==> config.mk <==
export PLATFORM = sky130hd
export DESIGN_NAME = sec_cfg_banks
export DESIGN_NICKNAME = d
export VERILOG_FILES = /design/src/rtl/sec_cfg_pkg.sv /design/src/rtl/sec_cfg_decode.sv /design/src/rtl/sec_cfg_mask_bank.sv /design/src/rtl/sec_cfg_lane.sv /design/src/rtl/sec_cfg_banks.sv
export SDC_FILE = /design/constraint.sdc
export NUM_CORES = 1
export LEC_CHECK = 0
export BUFFER_PORTS_ARGS = -buffer_cell sky130_fd_sc_hd__buf_2
export CAP_MARGIN = 10
export CORE_AREA = 2 2 298 300
export CTS_BUF_LIST = sky130_fd_sc_hd__clkbuf_2
export CTS_CLUSTER_SIZE = 28
export DETAILED_ROUTE_END_ITERATION = 6
export DIE_AREA = 0 0 300 302
export PLACE_DENSITY = 0.58
export SYNTH_ARGS = -nofsm -noshare
export SYNTH_HDL_FRONTEND = slang
export SYNTH_SLANG_ARGS = --single-unit
==> constraint.sdc <==
create_clock -name clk -period 4.35 [get_ports clk]
set_input_delay 0.435 -clock clk [delete_from_list [all_inputs] [get_ports clk]]
set_output_delay 0.435 -clock clk [all_outputs]
set_load 0.01 [all_outputs]
==> src/rtl/sec_cfg_pkg.sv <==
package sec_cfg_pkg;

   typedef enum logic [3:0] {
      F_NONE, F_RESP, F_CALL, F_MPCST, F_PPCST, F_PPCCLR, F_PPCEN,
      F_BRGST, F_BRGCLR, F_BRGEN, F_RAZ, F_NSM, F_SPM, F_NSPM, F_ID
   } field_e;

   typedef struct packed {
      field_e     kind;
      logic [3:0] idx;
   } dec_t;

   localparam logic [1:0]  SZ_BYTE     = 2'b00;
   localparam logic [1:0]  SZ_HALF     = 2'b01;
   localparam logic [1:0]  SZ_WORD     = 2'b10;
   localparam logic [31:0] PPC_EN_MASK = 32'h00F0_00F3;
   localparam logic [31:0] BRG_EN_MASK = 32'hFFFF_0000;
   localparam int          ID_COUNT    = 12;
   localparam int          MAX_SLICE   = 16;

   function automatic logic writable(input field_e k);
      case (k)
         F_RESP, F_CALL, F_PPCCLR, F_PPCEN, F_BRGCLR, F_BRGEN,
         F_NSM, F_SPM, F_NSPM: writable = 1'b1;
         default:              writable = 1'b0;
      endcase
   endfunction

   function automatic logic [7:0] id_byte(input logic [3:0] idx,
                                          input logic       secure,
                                          input logic [7:0] rev);
      case (idx)
         4'd0:    id_byte = 8'h04;
         4'd4:    id_byte = secure ? 8'h52 : 8'h53;
         4'd5:    id_byte = 8'hB8;
         4'd6:    id_byte = rev;
         4'd8:    id_byte = 8'h0D;
         4'd9:    id_byte = 8'hF0;
         4'd10:   id_byte = 8'h05;
         4'd11:   id_byte = 8'hB1;
         default: id_byte = 8'h00;
      endcase
   endfunction

endpackage

==> src/rtl/sec_cfg_decode.sv <==
module sec_cfg_decode
   import sec_cfg_pkg::*;
#(
   parameter bit SECURE = 1'b1,
   parameter int N_INT  = 2,
   parameter int N_EXP  = 4
) (
   input  logic [11:0] addr,
   output dec_t        dec
);
   localparam int BASE_INT  = 0;
   localparam int BASE_APBX = N_INT;
   localparam int BASE_AHBX = N_INT + N_EXP;

   logic [7:0] grp;
   logic [1:0] sub;
   dec_t       win;

   assign grp = addr[11:4];
   assign sub = addr[3:2];

   function automatic dec_t pick(input field_e k, input logic [1:0] s,
                                 input int base, input int cnt);
      dec_t d;
      d.kind = F_NONE;
      d.idx  = 4'd0;
      if (int'(s) < cnt) begin
         d.kind = k;
         d.idx  = 4'(base + int'(s));
      end
      return d;
   endfunction

   generate
      if (SECURE) begin : g_sec
         always_comb begin
            win = '{kind: F_NONE, idx: 4'd0};
            case (grp)
               8'h01: begin
                  case (sub)
                     2'd0:    win.kind = F_RESP;
                     2'd1:    win.kind = F_CALL;
                     2'd3:    win.kind = F_MPCST;
                     default: win.kind = F_NONE;
                  endcase
               end
               8'h02: begin
                  case (sub)
                     2'd0:    win.kind = F_PPCST;
                     2'd1:    win.kind = F_PPCCLR;
                     2'd2:    win.kind = F_PPCEN;
                     default: win.kind = F_NONE;
                  endcase
               end
               8'h04: begin
                  case (sub)
                     2'd0:    win.kind = F_BRGST;
                     2'd1:    win.kind = F_BRGCLR;
                     2'd2:    win.kind = F_BRGEN;
                     default: win.kind = F_NONE;
                  endcase
               end
               8'h05, 8'h09: if (sub == 2'd0) win.kind = F_RAZ;
               8'h06: win = pick(F_NSM, sub, BASE_AHBX, N_EXP);
               8'h07: win = pick(F_NSM, sub, BASE_INT,  N_INT);
               8'h08: win = pick(F_NSM, sub, BASE_APBX, N_EXP);
               8'h0A: win = pick(F_SPM, sub, BASE_AHBX, N_EXP);
               8'h0B: win = pick(F_SPM, sub, BASE_INT,  N_INT);
               8'h0C: win = pick(F_SPM, sub, BASE_APBX, N_EXP);
               default: win = '{kind: F_NONE, idx: 4'd0};
            endcase
         end
      end else begin : g_nsw
         always_comb begin
            win = '{kind: F_NONE, idx: 4'd0};
            case (grp)
               8'h09: if (sub == 2'd0) win.kind = F_RAZ;
               8'h0A: win = pick(F_NSPM, sub, BASE_AHBX, N_EXP);
               8'h0B: win = pick(F_NSPM, sub, BASE_INT,  N_INT);
               8'h0C: win = pick(F_NSPM, sub, BASE_APBX, N_EXP);
               default: win = '{kind: F_NONE, idx: 4'd0};
            endcase
         end
      end
   endgenerate

   always_comb begin
      dec = win;
      if (grp >= 8'hFD) begin
         dec.kind = F_ID;
         dec.idx  = {grp[1:0] - 2'd1, sub};
      end
   end

endmodule

==> src/rtl/sec_cfg_mask_bank.sv <==
module sec_cfg_mask_bank
   import sec_cfg_pkg::*;
#(
   parameter int NSLICE = 10,
   parameter int PORTS  = 16,
   localparam int BUSW  = NSLICE * PORTS
) (
   input  logic             clk,
   input  logic             rst_n,
   input  logic             s_we,
   input  field_e           s_kind,
   input  logic [3:0]       s_idx,
   input  logic [PORTS-1:0] s_wdata,
   input  logic             n_we,
   input  logic [3:0]       n_idx,
   input  logic [PORTS-1:0] n_wdata,
   output logic [BUSW-1:0]  ns_o,
   output logic [BUSW-1:0]  sp_o,
   output logic [BUSW-1:0]  nsp_o
);

   for (genvar g = 0; g < NSLICE; g++) begin : g_slice
      logic [PORTS-1:0] ns_q, sp_q, nsp_q;
      logic             ns_we, sp_we, nsp_we;

      assign ns_we  = s_we && (s_kind == F_NSM) && (s_idx == 4'(g));
      assign sp_we  = s_we && (s_kind == F_SPM) && (s_idx == 4'(g));
      assign nsp_we = n_we && (n_idx == 4'(g));

      always_ff @(posedge clk or negedge rst_n) begin
         if (!rst_n) begin
            ns_q  <= '0;
            sp_q  <= '0;
            nsp_q <= '0;
         end else begin
            if (ns_we)  ns_q  <= s_wdata;
            if (sp_we)  sp_q  <= s_wdata;
            if (nsp_we) nsp_q <= n_wdata;
         end
      end

      assign ns_o [g*PORTS +: PORTS] = ns_q;
      assign sp_o [g*PORTS +: PORTS] = sp_q;
      assign nsp_o[g*PORTS +: PORTS] = nsp_q;

      AST_NS_MASK_HOLD: assert property (@(posedge clk) disable iff (!rst_n)
         !(s_we && s_kind == F_NSM) |=> $stable(ns_o[g*PORTS +: PORTS]));
      AST_NSP_MASK_HOLD: assert property (@(posedge clk) disable iff (!rst_n)
         !n_we |=> $stable(nsp_o[g*PORTS +: PORTS]));
   end

endmodule

==> src/rtl/sec_cfg_lane.sv <==
module sec_cfg_lane
   import sec_cfg_pkg::*;
(
   input  logic [31:0] word,
   input  logic [1:0]  lo,
   input  logic [1:0]  size,
   output logic [31:0] lane
);
   logic [31:0] shifted;

   assign shifted = word >> {lo, 3'b000};

   always_comb begin
      case (size)
         SZ_BYTE: lane = {24'h0, shifted[7:0]};
         SZ_HALF: lane = {16'h0, shifted[15:0]};
         default: lane = word;
      endcase
   end

endmodule

==> src/rtl/sec_cfg_banks.sv <==
module sec_cfg_banks
   import sec_cfg_pkg::*;
#(
   parameter int         PORTS  = 16,
   parameter int         N_INT  = 2,
   parameter int         N_EXP  = 4,
   parameter logic [7:0] ID_REV = 8'h0B,
   localparam int NSLICE = N_INT + 2 * N_EXP,
   localparam int BUSW   = NSLICE * PORTS
) (
   input  logic            clk,
   input  logic            rst_n,
   input  logic            sec_req,
   input  logic            sec_wr,
   input  logic [11:0]     sec_addr,
   input  logic [1:0]      sec_size,
   input  logic [31:0]     sec_wdata,
   output logic [31:0]     sec_rdata,
   output logic            sec_err,
   input  logic            nsw_req,
   input  logic            nsw_wr,
   input  logic [11:0]     nsw_addr,
   input  logic [1:0]      nsw_size,
   input  logic [31:0]     nsw_wdata,
   output logic [31:0]     nsw_rdata,
   output logic            nsw_err,
   input  logic [31:0]     mpc_stat_i,
   input  logic [31:0]     ppc_stat_i,
   output logic            resp_cfg_o,
   output logic [1:0]      call_cfg_o,
   output logic [31:0]     ppc_irq_en_o,
   output logic [31:0]     ppc_irq_clr_o,
   output logic [BUSW-1:0] slice_ns_o,
   output logic [BUSW-1:0] slice_sp_o,
   output logic [BUSW-1:0] slice_nsp_o
);

   generate
      if (N_INT < 1 || N_INT > 4) begin : g_bad_int
         $error("N_INT must be 1..4");
      end
      if (N_EXP < 1 || N_EXP > 4) begin : g_bad_exp
         $error("N_EXP must be 1..4");
      end
      if (PORTS < 1 || PORTS > 32) begin : g_bad_ports
         $error("PORTS must be 1..32");
      end
      if (NSLICE > MAX_SLICE) begin : g_bad_slices
         $error("too many slices");
      end
      if (PORTS < 32) begin : g_sink
         logic unused_hi;
         assign unused_hi = ^nsw_wdata[31:PORTS];
      end
   endgenerate

   dec_t sdec, ndec;

   sec_cfg_decode #(.SECURE(1'b1), .N_INT(N_INT), .N_EXP(N_EXP)) u_sdec (
      .addr(sec_addr), .dec(sdec));
   sec_cfg_decode #(.SECURE(1'b0), .N_INT(N_INT), .N_EXP(N_EXP)) u_ndec (
      .addr(nsw_addr), .dec(ndec));

   logic s_wacc, s_wok, s_wbad, n_wacc, n_wok, n_wbad;
   assign s_wacc = sec_req && sec_wr && (sec_size == SZ_WORD);
   assign s_wok  = s_wacc &&  writable(sdec.kind);
   assign s_wbad = s_wacc && !writable(sdec.kind);
   assign n_wacc = nsw_req && nsw_wr && (nsw_size == SZ_WORD);
   assign n_wok  = n_wacc &&  writable(ndec.kind);
   assign n_wbad = n_wacc && !writable(ndec.kind);

   sec_cfg_mask_bank #(.NSLICE(NSLICE), .PORTS(PORTS)) u_bank (
      .clk     (clk),
      .rst_n   (rst_n),
      .s_we    (s_wok && (sdec.kind == F_NSM || sdec.kind == F_SPM)),
      .s_kind  (sdec.kind),
      .s_idx   (sdec.idx),
      .s_wdata (sec_wdata[PORTS-1:0]),
      .n_we    (n_wok && ndec.kind == F_NSPM),
      .n_idx   (ndec.idx),
      .n_wdata (nsw_wdata[PORTS-1:0]),
      .ns_o    (slice_ns_o),
      .sp_o    (slice_sp_o),
      .nsp_o   (slice_nsp_o)
   );

   logic        resp_q;
   logic [1:0]  call_q;
   logic [31:0] ppc_en_q, brg_en_q, clr_q;
   logic        s_err_q, n_err_q;
   logic [31:0] s_rd_q, n_rd_q;
   logic [31:0] s_word, n_word, s_lane, n_lane;

   always_comb begin
      s_word = '0;
      case (sdec.kind)
         F_RESP:  s_word = {31'h0, resp_q};
         F_CALL:  s_word = {30'h0, call_q};
         F_MPCST: s_word = mpc_stat_i;
         F_PPCST: s_word = ppc_stat_i;
         F_PPCEN: s_word = ppc_en_q;
         F_BRGEN: s_word = brg_en_q;
         F_NSM:   s_word[PORTS-1:0] = slice_ns_o[sdec.idx*PORTS +: PORTS];
         F_SPM:   s_word[PORTS-1:0] = slice_sp_o[sdec.idx*PORTS +: PORTS];
         F_ID:    s_word = {24'h0, id_byte(sdec.idx, 1'b1, ID_REV)};
         default: s_word = '0;
      endcase
   end

   always_comb begin
      n_word = '0;
      case (ndec.kind)
         F_NSPM:  n_word[PORTS-1:0] = slice_nsp_o[ndec.idx*PORTS +: PORTS];
         F_ID:    n_word = {24'h0, id_byte(ndec.idx, 1'b0, ID_REV)};
         default: n_word = '0;
      endcase
   end

   sec_cfg_lane u_slane (.word(s_word), .lo(sec_addr[1:0]), .size(sec_size), .lane(s_lane));
   sec_cfg_lane u_nlane (.word(n_word), .lo(nsw_addr[1:0]), .size(nsw_size), .lane(n_lane));

   always_ff @(posedge clk or negedge rst_n) begin
      if (!rst_n) begin
         resp_q   <= 1'b0;
         call_q   <= 2'b00;
         ppc_en_q <= '0;
         brg_en_q <= '0;
         clr_q    <= '0;
         s_err_q  <= 1'b0;
         n_err_q  <= 1'b0;
         s_rd_q   <= '0;
         n_rd_q   <= '0;
      end else begin
         s_err_q <= s_wbad;
         n_err_q <= n_wbad;
         clr_q   <= '0;
         if (s_wok) begin
            case (sdec.kind)
               F_RESP:   resp_q   <= sec_wdata[0];
               F_CALL:   call_q   <= sec_wdata[1:0];
               F_PPCEN:  ppc_en_q <= sec_wdata & PPC_EN_MASK;
               F_BRGEN:  brg_en_q <= sec_wdata & BRG_EN_MASK;
               F_PPCCLR: clr_q    <= sec_wdata & PPC_EN_MASK;
               default:  ;
            endcase
         end
         if (sec_req && !sec_wr) s_rd_q <= s_lane;
         if (nsw_req && !nsw_wr) n_rd_q <= n_lane;
      end
   end

   assign resp_cfg_o    = resp_q;
   assign call_cfg_o    = call_q;
   assign ppc_irq_en_o  = ppc_en_q;
   assign ppc_irq_clr_o = clr_q;
   assign sec_err       = s_err_q;
   assign nsw_err       = n_err_q;
   assign sec_rdata     = s_rd_q;
   assign nsw_rdata     = n_rd_q;

   AST_CALL_HOLD: assert property (@(posedge clk) disable iff (!rst_n)
      !(sec_req && sec_wr) |=> $stable(call_cfg_o) && $stable(resp_cfg_o));
   AST_SUBWORD_DROP: assert property (@(posedge clk) disable iff (!rst_n)
      (sec_req && sec_wr && sec_size != SZ_WORD)
         |=> $stable(ppc_irq_en_o) && $stable(call_cfg_o) && !sec_err);
   AST_BYTE_READ_NARROW: assert property (@(posedge clk) disable iff (!rst_n)
      (sec_req && !sec_wr && sec_size == SZ_BYTE) |=> sec_rdata[31:8] == 24'h0);
   AST_ERR_CAUSE: assert property (@(posedge clk) disable iff (!rst_n)
      (nsw_err || sec_err) |-> $past(sec_req || nsw_req));
   AST_CLR_ONE_SHOT: assert property (@(posedge clk) disable iff (!rst_n)
      !(sec_req && sec_wr) |=> ppc_irq_clr_o == 32'h0);
   AST_RDATA_HOLD: assert property (@(posedge clk) disable iff (!rst_n)
      !(nsw_req && !nsw_wr) |=> $stable(nsw_rdata));

endmodule

# Word-level counts from Yosys, hierarchy flattened
# Memory sizes are Yosys's and may differ from the RTL's.
# Cells that the tools add are included.
dict set report op_classes {
  n_addsub 6
  magnitude_cmp 4
  n_eq_ne 52
  n_shift 5
  mux 21
  n_reduce_logical 65
}
# operator n
set ops {}
lappend ops {{variable part select 160 x 9 -> 16 bit} 3}
lappend ops {{case mux 16 bit (8 select lines)} 1}
lappend ops {{== test 8 x 4 -> 1 bit, second input constant} 9}
lappend ops {{case mux 16 bit (2 select lines)} 2}
lappend ops {{case mux 16 bit (4 select lines)} 1}
lappend ops {{case mux 32 bit (2 select lines)} 1}
lappend ops {{two-way mux 24 bit} 2}
lappend ops {{== test 4 x 3 -> 1 bit, second input constant} 11}
lappend ops {{logical AND 1 bit} 44}
lappend ops {{== test 4 bit, second input constant} 10}
lappend ops {{two-way mux 8 bit} 5}
lappend ops {{case mux 4 bit (3 select lines)} 3}
lappend ops {{== test 8 x 3 -> 1 bit, second input constant} 4}
lappend ops {{case mux 4 bit (8 select lines)} 1}
lappend ops {{right shift 32 x 5 -> 16 bit} 1}
lappend ops {{== test 4 x 2 -> 1 bit, second input constant} 6}
lappend ops {{>= comparator 8 bit, second input constant} 2}
lappend ops {{case mux 4 bit (4 select lines)} 1}
lappend ops {{right shift 16 x 5 -> 16 bit} 1}
lappend ops {{== test 4 x 1 -> 1 bit, second input constant} 3}
lappend ops {{OR reduction 2 bit} 6}
lappend ops {{case mux 3 bit (3 select lines)} 1}
lappend ops {{adder 3 x 2 -> 4 bit, first input constant} 2}
lappend ops {{== test 2 bit, second input constant} 4}
lappend ops {{other kinds (13)} 29}
dict set report word_totals {
  register_bits 607
  rom_bits 320
  in_bits 162
  out_inout_bits 613
  elab_cells 198
  n_memories 6
}
# memory depth word_bits rd rd_clocked_by_memory_dff write_ports line_no
set memory_table {}
lappend memory_table {{(no name shown)} 16 8 1 0 0 sec_cfg_pkg.sv:32} ;# case (idx)
lappend memory_table {{(no name shown)} 16 8 1 0 0 sec_cfg_pkg.sv:32}
lappend memory_table {{(no name shown)} 16 1 1 0 0 sec_cfg_pkg.sv:22} ;# case (k)
lappend memory_table {{(no name shown)} 16 1 1 0 0 sec_cfg_pkg.sv:22}
lappend memory_table {{(no name shown)} 16 1 1 0 0 sec_cfg_pkg.sv:22}
lappend memory_table {{(no name shown)} 16 1 1 0 0 sec_cfg_pkg.sv:22}

# Logic depth before layout (Yosys ltp)
dict set report depth {
  ltp_word 9
  mapped_depth 20
  ltp_nobuf 16
}

# Hierarchy
# A second synthesis with hierarchy kept.
dict set report unflattened {
  cells_unflattened 2112
  area_unflattened_um2 29373.2
}
# module instances cells_each area_per_inst_um2 seq_area_each_um2
set by_module_without_submodules {}
lappend by_module_without_submodules {sec_cfg_mask_bank 1 1102 18203.7 12011.5}
lappend by_module_without_submodules {sec_cfg_banks 1 738 9198.8 2627.5}
lappend by_module_without_submodules {sec_cfg_lane 2 84 615.6 0.0}
lappend by_module_without_submodules {{sec_cfg_decode at u_sdec} 1 68 493.0 0.0}
lappend by_module_without_submodules {{sec_cfg_decode at u_ndec} 1 36 246.5 0.0}

# Worst setup path after synthesis
# OpenSTA, ideal clock, no wires.
dict set report synth_timing {
  path_kind {input to register}
  startpoint {input sec_addr[4]}
  endpoint {register s_rd_q[7], in the netlist sec_rdata[7]}
  setup_ps 104
  t_arrival_ps 3943
  t_required_ps 4246
  setup_slack_ps 303
  path_stages 18
  n_path_buf 2
  path_cell_list {inv_1 > ha_1 > clkbuf_1 > a21oi_1 > o21ai_0 > a22oi_1 > o21ai_0 > inv_1 > ha_1 > o211ai_1 > a21oi_1 > nor2_4 > buf_4 > a211oi_1 > or3_1 > a2111oi_0 > a21oi_1 > a221oi_1}
}
dict set report synth_between {
  elab_chain_cells 8
  word_cells_on_any_way 37
  classes_between {1 x add/sub; 1 x order compare; 20 x eq/ne; 3 x shift; 6 x mux; 5 x reduce/logical; 1 x memory}
}
# item line_no
set synth_rtl {}
lappend synth_rtl {{start: declaration} sec_cfg_banks.sv:15} ;# input logic [11:0] sec_addr,
lappend synth_rtl {{== test 8 x 4 -> 1 bit / == test 8 x 3 -> 1 bit (equally long branches)} sec_cfg_decode.sv:38} ;# case (grp)
lappend synth_rtl {{OR reduction 2 bit (on tied branches)} n/a}
lappend synth_rtl {{case mux 4 bit (4 select lines) / case mux 4 bit (8 select lines) (equally long branches)} sec_cfg_decode.sv:38}
lappend synth_rtl {{two-way mux 8 bit (*)} sec_cfg_decode.sv:89} ;# if (grp >= 8'hFD) begin
lappend synth_rtl {{variable part select 160 x 9 -> 16 bit, or another cell as far along} sec_cfg_banks.sv:104} ;# F_SPM: s_word[PORTS-1:0] = slice_sp_o[sdec.idx*PORTS +: PORTS];
lappend synth_rtl {{case mux 16 bit (8 select lines) / case mux 16 bit (4 select lines) (equally long branches)} sec_cfg_banks.sv:96} ;# case (sdec.kind)
lappend synth_rtl {{right shift 32 x 5 -> 16 bit} sec_cfg_lane.sv:11} ;# assign shifted = word >> {lo, 3'b000};
lappend synth_rtl {{case mux 32 bit (2 select lines) (*)} sec_cfg_lane.sv:14} ;# case (size)
lappend synth_rtl {{end signal: assignment} sec_cfg_banks.sv:147} ;# if (sec_req && !sec_wr) s_rd_q <= s_lane;
lappend synth_rtl {{end: declaration} sec_cfg_banks.sv:91} ;# logic [31:0] s_rd_q, n_rd_q;
# Mark *: on every way between the ends. The rest lies on a longest branch, timed or not.
# A chain may end at the register's enable or synchronous reset.

# Worst setup path after layout
dict set report layout_timing {
  startpoint {input nsw_addr[6]}
  endpoint {register n_rd_q[3], in the netlist nsw_rdata[3]}
}
dict set report layout_between {
  elab_chain_cells 8
  word_cells_on_any_way 16
  classes_between {1 x order compare; 6 x eq/ne; 2 x shift; 5 x mux; 1 x reduce/logical; 1 x memory}
}
# item line_no
set layout_rtl {}
lappend layout_rtl {{start: declaration} sec_cfg_banks.sv:22} ;# input logic [11:0] nsw_addr,
lappend layout_rtl {{== test 8 x 4 -> 1 bit} sec_cfg_decode.sv:76} ;# case (grp)
lappend layout_rtl {{OR reduction 2 bit (no line)} n/a}
lappend layout_rtl {{case mux 4 bit (3 select lines)} sec_cfg_decode.sv:76}
lappend layout_rtl {{two-way mux 8 bit (*)} sec_cfg_decode.sv:89}
lappend layout_rtl {{parallel branches: the longest is 1 deep, another holds variable part select 160 x 9 -> 16 bit} n/a}
lappend layout_rtl {{case mux 16 bit (2 select lines) (*)} sec_cfg_banks.sv:112} ;# case (ndec.kind)
lappend layout_rtl {{right shift 16 x 5 -> 16 bit} sec_cfg_lane.sv:11}
lappend layout_rtl {{case mux 16 bit (2 select lines) (*)} sec_cfg_lane.sv:14}
lappend layout_rtl {{end signal: assignment} sec_cfg_banks.sv:148} ;# if (nsw_req && !nsw_wr) n_rd_q <= n_lane;
lappend layout_rtl {{end: declaration} sec_cfg_banks.sv:91}
# Mark *: on every way between the ends.

==> impl_metrics.toml <==
[sta]
final_max_slew_viol_count = 0
fin_crit_ns = 4.36
finalSetupViolations = 1
post-route-period-util_pct = 100
hold_viol = 0
fmaxAchievable_ghz = 0.229
skew_ns = 0.116
slew_headroom_pct = 24.4
worst_slew_pin_slew_ns = 1.13
rsz0062_at_grt = "no"
layout_setup_ws_ns = -0.0136

[critical_path]
r2r_end = "sec_rdata[6]$_DFFE_PN0P_"
r2r_start = "ppc_irq_en_o[22]$_DFFE_PN0P_"
arrival_ns = 5.72
critPathKind = "in -> reg"
cp.required_ns = 5.71
reg2reg_slack_ns = 1.46
crit_path_start = "nsw_addr[6]"
critPathCaptureType = "register"
crit_fanout = 17
rr_worst_depth = 7
cp-start-kind = "primary input"

[synth]
ys_seq_area_share_pct = 49.1
yosysTopAreaCellShare_pct = 49.1
syn_area_um2 = 29000
synth_mux_area_share_pct = 26.0
ys_ff_latch = 569
avgSynthCellArea_um2 = 12.4
synth_top_area_cell = "dfrtp_1"
async_flop_share_pct = 100
ys_warn_count = 0
synth.area.top_cells = "dfrtp_1 (49%), mux2_2 (19%), mux4_2 (2.5%)"
synth_compound_area_share_pct = 10.7
synth_xor_area_share_pct = 0.0302
syn_inst = 2332
synth_top_flop_cell = "dfrtp_1"
netlist-cell-type-count = 93
synth_simple_gate_area_share_pct = 7.36
synth_edf_count = 0
synth_fa_ha_area_share_pct = 1.51
synth_top_family_by_area = "multiplexers"

[routing]
detail-route-antenna-nets = 0
dr.pass1.iters = 6
wirelength_mm = 134
viasPerCell = 5.45
vias = 26000
drc = 0
wire_per_inst_um = 28.0
drt-initial-drc-count = 1979

[global_route]
grt_pass1_vias = 26000
antenna_found_initial = 14
grt-ovfl-total = 0
track_usage_pct = 28.7
grt_pass1_wl_mm = 187
grt_max_degree = 105

[power]
cellLeakagePower_nw = 20.5
max-vdd-ir-drop_uv = 203
power.density_nw_per_um2 = 263

[floorplanning]
die_h_um = 302
dieArea_um2 = 90600
initial_utilization_pct = 33.1
rows = 109
pin_count = 775
core_um2 = 87600
die_w_um = 300

[cells_and_area]
fin_cells = 4767
drive_gt1_share_pct = 48.7
nFillCells = 8440
multi_input_area_um2 = 13500
fin_nets = 3686
layout_commonest_cell = "buf_2"
regArea_um2 = 14200
postLayoutCoreUtil_pct = 44.3
final_cell_mix = "buf_2 (696), dfrtp_1 (569), mux2_2 (496)"
area_growth_pct = 33.9

[cts]
clkTransAtPathRegs_ns = 0.12
clk_latency_ns = 1.47
cts-buffers-inserted = 159
clock_sinks = 569
cts_max_path_buffers = 3
cts_tree = "done"
ctsRootBufferMaster = "clkbuf_2"
h-tree-depth = 4

[hold_path]
hp-start = "sec_addr[10]"
hold_path_class = "in -> reg"
hold_end = "resp_cfg_o$_DFFE_PN0P_"
worstHoldPathCells = 7

[place]
dp_hpwl_mm = 95.4
dp_cells = 4197
place_ws_ns = -0.398
io_buffers = 698
gp_congestion = 0.913

[flow_run]
max-cap-violations = 0

[status]
status = "finished, violations left"
failed_checks = "setup timing"
## cell type report
cell class	instances	area share, %
flip-flops and latches	569	36.7
multi-input cells	1562	34.8
repair buffers	1173	20.9
well taps	1165	3.76
clock buffers	232	2.99
clock inverters	35	0.609
inverters	24	0.232
diodes	7	0.0451
## critical path, stage by stage
cell	delay (ns)
dlygate4sd3_1	0.54
clkbuf_4	0.18
nand2_1	0.10
dlygate4sd3_1	0.62
or3_1	0.55
o21ai_2	0.13
dlygate4sd3_1	0.59
nand2_1	0.08
dlygate4sd3_1	0.58
buf_8	0.17
nor4_2	0.35
o21a_1	0.18
dlygate4sd3_1	0.54
o31a_1	0.13
dlygate4sd3_1	0.54
## how the worst max path moves through the flow
stage                                          end  cells past startpoint
after detailed placement  sec_rdata[7]$_DFFE_PN0P_                     18
after global placement    sec_rdata[7]$_DFFE_PN0P_                     18
after CTS                 sec_rdata[7]$_DFFE_PN0P_                     19
after global routing      nsw_rdata[3]$_DFFE_PN0P_                     15
final                     nsw_rdata[3]$_DFFE_PN0P_                     15
after floorplan           sec_rdata[7]$_DFFE_PN0P_                     18
## state kept, by name (all words and copies together), names as in the netlist
signal / flops
brg_en_q: 16
u_bank.g_slice.sp_q: 160
u_bank.g_slice.nsp_q: 160
sec_rdata: 32
ppc_irq_clr_o: 10
nsw_err: 1
resp_cfg_o: 1
u_bank.g_slice.ns_q: 160
nsw_rdata: 16
call_cfg_o: 2
sec_err: 1
ppc_irq_en_o: 10
## repair_timing
item	in CTS	in global routing
endpoints found under the setup margin	0	18
hold endpoints to repair	1138	0
hold buffers	297	0
setup buffers	0	0
gates resized for setup	0	8
## logic make-up (layout without fill, tap and decap cells)
logic type	after synthesis	count (layout)
other	1	67
AOI/OAI and AO/OA	435	435
DFF	569	569
xor gates and xnor gates	1	1
muxes	631	631
buffers and inverters	260	1464
adders and majority gates	35	35
and+or+nand+nor	400	400
## synth_stat cells (19+ instances only)
library cell / instances
dfrtp_1: 569
nor2_1: 59
mux4_2: 32
buf_4: 90
and2_1: 19
inv_1: 21
ha_1: 35
and3_1: 21
o22ai_1: 50
mux2_2: 496
buf_2: 42
a22o_1: 25
nand2_1: 134
clkbuf_1: 82
mux2_4: 40
a21oi_1: 74
nand3_1: 25
o21ai_0: 69
nor3_1: 31
mux2i_1: 63
## layer usage
metal / up-vias / global-route usage [%] / share of wire [%]
li1: 11000 / - / -
met1: 13300 / 34.8 / 39
met2: 1388 / 46.8 / 47
met3: 317 / 10.1 / 10
met4: 6 / 11.5 / 4.0
met5: - / 0 / 0.031
## power by group
part | leakage, nW | switching, mW | internal (mW) | total (mW)
Clock | 1.07 | 2.51 | 1.56 | 4.07
Combinational | 11.5 | 0.522 | 0.317 | 0.839
Sequential | 7.93 | 0.0138 | 5.30 | 5.32
## through the flow
step                power, mW  TNS, ns  area (um2)  hold slack [ns]
floorplan                5.70        0       29200            0.139
global placement         6.06   -0.358       34400            0.459
detailed placement       6.06   -0.558       34400            0.465
CTS                      10.3        0       38800          0.00214
global route             10.7        0       38800          0.00919
finish                   10.2  -0.0136       38800           0.0819
(Power assumes the default switching activity.)
